File: src/rtl/sram_oq_pkg.sv
package sram_oq_pkg;

  typedef enum logic [1:0] {
    OP_IDLE  = 2'd0,
    OP_READ  = 2'd1,
    OP_WRITE = 2'd2
  } op_t;

  // Read window before oe/sleep gating: latest command (newest) and one older.
  function automatic logic drive_window(input logic pipe, input logic dcd,
                                        input op_t newest, input op_t older);
    logic held;
    held = dcd && (newest == OP_IDLE);
    if (pipe) drive_window = (older == OP_READ) && ((newest == OP_READ) || held);
    else      drive_window = (newest == OP_READ) || ((older == OP_READ) && held);
  endfunction

  function automatic op_t decode_op(input logic rd, input logic wr);
    if (rd)      decode_op = OP_READ;
    else if (wr) decode_op = OP_WRITE;
    else         decode_op = OP_IDLE;
  endfunction

endpackage

File: src/rtl/sram_oq_sleep_seq.sv
module sram_oq_sleep_seq #(
  parameter int ENTRY_DLY = 2
) (
  input  logic clk,
  input  logic rst_n,
  input  logic sleep_in,
  output logic asleep
);
  logic [ENTRY_DLY-1:0] stage_q;

  always_ff @(posedge clk) begin
    if (!rst_n) stage_q <= '0;
    else        stage_q <= (stage_q << 1) | ENTRY_DLY'(sleep_in);
  end

  assign asleep = stage_q[ENTRY_DLY-1];

  p_entry_r11: assert property (@(posedge clk) disable iff (!rst_n)
    ($past(stage_q[0]) && stage_q[0]) |-> ##0 (stage_q[0] == $past(sleep_in)));
endmodule

File: src/rtl/sram_oq_cmd_pipe.sv
module sram_oq_cmd_pipe
  import sram_oq_pkg::*;
(
  input  logic clk,
  input  logic rst_n,
  input  op_t  op_in,
  input  logic asleep,
  output op_t  op_new,
  output op_t  op_old
);
  op_t gated_op;
  assign gated_op = asleep ? OP_IDLE : op_in;

  always_ff @(posedge clk) begin
    if (!rst_n) begin
      op_new <= OP_IDLE;
      op_old <= OP_IDLE;
    end else begin
      op_new <= gated_op;
      op_old <= op_new;
    end
  end

  // commands seen while asleep are captured as idle
  p_sleep_gate_r11: assert property (@(posedge clk) disable iff (!rst_n)
    asleep |=> (op_new == OP_IDLE));
  p_shift_r4: assert property (@(posedge clk) disable iff (!rst_n)
    1'b1 |=> (op_old == $past(op_new)));
endmodule

File: src/rtl/sram_oq_data_stage.sv
module sram_oq_data_stage #(
  parameter int DATA_W = 72
) (
  input  logic              clk,
  input  logic              rst_n,
  input  logic              load,
  input  logic              direct,
  input  logic [DATA_W-1:0] arr_rdata,
  output logic [DATA_W-1:0] data_out
);
  logic [DATA_W-1:0] out_q;

  always_ff @(posedge clk) begin
    if (!rst_n)    out_q <= '0;
    else if (load) out_q <= arr_rdata;
  end

  assign data_out = direct ? arr_rdata : out_q;

  p_hold_r6: assert property (@(posedge clk) disable iff (!rst_n)
    !load |=> $stable(out_q));
endmodule

File: src/rtl/sram_rd_outstage.sv
module sram_rd_outstage
  import sram_oq_pkg::*;
#(
  parameter int DATA_W    = 72,
  parameter int SLEEP_DLY = 2
) (
  input  logic              clk,
  input  logic              rst_n,
  input  logic              pipe_mode,
  input  logic              single_desel,
  input  logic              rd_cmd,
  input  logic              wr_cmd,
  input  logic [DATA_W-1:0] arr_rdata,
  input  logic              oe_n,
  input  logic              sleep,
  output logic [DATA_W-1:0] dq_out,
  output logic              dq_oe
);
  logic asleep;
  op_t  op_new, op_old;
  logic rd_window;
  logic direct_sel;

  sram_oq_sleep_seq #(.ENTRY_DLY(SLEEP_DLY)) u_sleep (
    .clk(clk), .rst_n(rst_n), .sleep_in(sleep), .asleep(asleep));

  sram_oq_cmd_pipe u_cmd (
    .clk(clk), .rst_n(rst_n), .op_in(decode_op(rd_cmd, wr_cmd)),
    .asleep(asleep), .op_new(op_new), .op_old(op_old));

  // Flow-through shows the array word during the captured read's own cycle.
  assign direct_sel = !pipe_mode && (op_new == OP_READ);

  sram_oq_data_stage #(.DATA_W(DATA_W)) u_data (
    .clk(clk), .rst_n(rst_n), .load(op_new == OP_READ), .direct(direct_sel),
    .arr_rdata(arr_rdata), .data_out(dq_out));

  assign rd_window = drive_window(pipe_mode, !single_desel, op_new, op_old);
  assign dq_oe     = rd_window && !oe_n && !asleep;

  p_write_hiz_r8: assert property (@(posedge clk) disable iff (!rst_n)
    (op_new == OP_WRITE) |-> !dq_oe);
  p_oe_off_r9: assert property (@(posedge clk) disable iff (!rst_n)
    oe_n |-> !dq_oe);
  p_sleep_hiz_r11: assert property (@(posedge clk) disable iff (!rst_n)
    asleep |-> !dq_oe);
  p_scd_cut_r5: assert property (@(posedge clk) disable iff (!rst_n)
    (pipe_mode && single_desel && op_new != OP_READ) |-> !dq_oe);
  p_pipe_lat_r3: assert property (@(posedge clk) disable iff (!rst_n)
    (pipe_mode && dq_oe) |-> $past(op_new == OP_READ));
  p_flow_on_r2: assert property (@(posedge clk) disable iff (!rst_n)
    (!pipe_mode && op_new == OP_READ && !oe_n && !asleep) |-> dq_oe);
endmodule

File: config.mk
export PLATFORM = sky130hd
export DESIGN_NAME = sram_rd_outstage
export DESIGN_NICKNAME = d
export VERILOG_FILES = /design/src/rtl/sram_oq_pkg.sv /design/src/rtl/sram_oq_sleep_seq.sv /design/src/rtl/sram_oq_cmd_pipe.sv /design/src/rtl/sram_oq_data_stage.sv /design/src/rtl/sram_rd_outstage.sv
export SDC_FILE = /design/constraint.sdc
export NUM_CORES = 1
export LEC_CHECK = 0
export BUFFER_PORTS_ARGS = -buffer_cell sky130_fd_sc_hd__buf_2
export CAP_MARGIN = 15
export CORE_ASPECT_RATIO = 1.5
export CORE_MARGIN = 4
export CORE_UTILIZATION = 52
export DETAILED_ROUTE_END_ITERATION = 10
export PLACE_DENSITY = 0.85
export SYNTH_ARGS = -nofsm -noshare
export SYNTH_HDL_FRONTEND = slang
export SYNTH_SLANG_ARGS = --single-unit
File: constraint.sdc
create_clock -name clk -period 2.8 [get_ports clk]
set_input_delay 0.56 -clock clk [delete_from_list [all_inputs] [get_ports clk]]
set_output_delay 0.56 -clock clk [all_outputs]
set_load 0.03 [all_outputs]
==> key figures <==
Timing
  – Tmin final: 2.42 ns
  – Setup Skew: around 0.0065 ns
  – Final setup violation count: 0
  – Fmax: roughly 0.41 GHz
  – Worst Tran Pin Value: around 0.73 ns
  – Fin worst setup slack: roughly 0.38 ns
  – Hold Vio Cnt, Final: 0
  – Fin Hold WS: 0.400 ns
  – Max Slew Vio Count: 0
  – Max-slew headroom: 0.514
  – Setup TNS: 0 ns
  – Period utilization: 0.864
  – RSZ-0062 raised after global routing: no

Drt
  – Remaining antenna violation count: 0
  – DRC violations left: 0
  – Vias per cell: 5.15
  – DR pass1 iterations: 4
  – Vias: roughly 3200
  – Drt wl/cell: ~14 µm
  – Iter 0 DRT Violations: 84
  – Routed Wire Length: ~8700 µm

Clocking
  – Resized cells post-CTS: 0
  – Inserted Clock Buffers: 9
  – # clock sinks: between 70 and 80
  – Clock tree from TritonCTS: done
  – Setup repair bufs after CTS: 0
  – H-Tree Depth: 3
  – Clk_lat worst skew: about 0.34 ns
  – Worst-path clk slew: roughly 0.07 ns
  – Hold buffer count at cts: 0
  – Max clock buf depth: 2
  – Root Driver: clkbuf_8

Yosys
  – Unique cell type count in the Yosys netlist: 18
  – Post-synth top area share: 0.417
  – Asr flop ratio synth: 0
  – Post-synthesis sequential area ratio: 0.417
  – Synth area leader: dfxtp_1
  – Post-synth EDFFs: 0
  – Mapped cell area: approximately 3700 µm²
  – Synthesized flop and latch total: 78
  – Avg Cell Area, Syn: a little over 9 µm²
  – Most used DFF post-synth: dfxtp_1
  – Synth top area cells: dfxtp_1 (42%), mux2_2 (20%), a21boi_0 (14%)
  – Post-Syn Instances: between 400 and 500
  – Syn_nets: 490
  – Yosys warning count: 0
  – Count leader, synth: nand2_1
  – Synth top cells by count: nand2_1 (144), dfxtp_1 (78), a21boi_0 (72)

Final layout
  – Net count, final: approximately 630
  – Finished Cell Area: roughly 4700 µm²
  – Antenna cell count: 0
  – Layout area overhead: 26.3%
  – Share of cells above drive strength 1: 0.440

Worst hold path
  – Hold crit path type: in -> reg
  – Hold Path Cell Cnt: 2
  – Hold Crit Start: rd_cmd
  – Hold endpoint: u_cmd.op_new[1]

Power
  – VDD IR-drop max: approximately 0.45 mV
  – Total power: 0.00264 W
  – LEAKAGE: approximately 2.2 nW
  – Pwr/cell area: about 560 nW/µm²

Global route
  – First-pass GRT wire length: 14200 µm
  – Initial antenna violation count: 0
  – All-Layer GR Usage: 0.201
  – Vias in the first global route: around 3200
  – Total grt overflow: 0
  – Largest net degree at the start of global routing: 73

Floorplanning
  – Core area: 6940 µm²
  – Total die area: approximately 8700 µm²
  – Initial cell density of the core: 0.540
  – Row Count: 37
  – Top-Level Pins: 153
  – Die height: around 110 µm
  – Chip width: 77.3 µm

Placed design
  – Placed Area: 4500 µm²
  – RePlAce Congestion: between 0.7 and 0.8
  – DP HPWL: 6160 µm
  – Setup Slack @ Placement: slightly above 0.6 ns
  – IO buf count: ~150

Worst setup path
  – Worst reg2reg path endpoint: u_data.out_q[71]
  – CP max FO: 38
  – Worst EP arrival: around 1.9 ns
  – Crit Reg-Reg Startpoint: u_cmd.op_new[0]
  – CP startpoint kind: flop
  – CP Class: reg -> out
  – Worst setup EP type: output pin
  – Worst reg2reg setup slack: approximately 1.1 ns
  – FF-to-FF path depth: 4
  – CP required: about 2.2 ns

Status
  – Status: complete, no violations

Run
  – Max-Cap Viols: 0
[per-stage QoR]
step                cells  utilization
floorplan             410            -
global placement      614        0.648
detailed placement    614        0.648
CTS                   630        0.682
global route          630        0.682
finish                630        0.682
[critical path: stages, from the launching register on]
cell,delay [ns]
dfxtp_1,0.35
nand2b_2,0.25
nor2_8,0.13
buf_12,0.23
mux2_2,0.37
buf_2,0.18
[state kept, by name, summed over array words and instances, names as in the netlist]
| register | count |
|---|---|
| u_cmd.op_new | 2 |
| u_cmd.op_old | 2 |
| u_data.out_q | 72 |
| u_sleep.stage_q | 2 |
[cells in the final DEF (no fill, tap or decap), types with 3 or more instances in the layout]
cell type  count
and2_1         4
nand2_1      144
dfxtp_1       78
buf_2        152
clkbuf_8      12
a21boi_0      72
mux2_1         5
buf_12         3
mux2_2        67
[logic make-up after synthesis]
logic type | synth area share
AND/OR/NAND/NOR | 0.168
buffers and inverters | 0.0521
flip-flops | 0.417
multiplexers | 0.216
AO/OA/AOI/OAI | 0.147
[routing by layer]
metal	up-vias	share of wire	GRT usage
li1	1636	-	-
met4	0	0.017	0.0831
met3	12	0.061	0.0566
met5	-	0	0
met2	105	0.51	0.361
met1	1492	0.41	0.219
[where the power goes]
group	switching, W	total (W)	internal, W
Clock	0.000379	0.000953	0.000575
Combinational	0.000304	0.000501	0.000197
Sequential	0.0000261	0.00119	0.00116
[layout make-up]
class | instances | area (µm²)
sequential | 78 | 1560
tap | 78 | 97.6
clock buffer | 13 | 169
inverter | 1 | 3.75
multi-input combinational | 300 | 2000
fill | 563 | 2210
timing repair buffer | 157 | 836
clock inverter | 3 | 65.1
[how the worst max path moves through the flow]
| stage | startpoint | end | cells after the start |
|---|---|---|---|
| 3_3_place_gp | pipe_mode | dq_out[34] | 5 |
| 5_1_grt | u_cmd.op_new[1] | dq_out[15] | 5 |
| 3_5_place_dp | pipe_mode | dq_out[15] | 5 |
| 2_1_floorplan | u_cmd.op_new[1] | dq_out[4] | 5 |
| 6_report | u_cmd.op_new[1] | dq_out[11] | 5 |
| 4_1_cts | u_cmd.op_new[1] | dq_out[15] | 5 |
No activity file was read; power rests on OpenSTA's default activity.
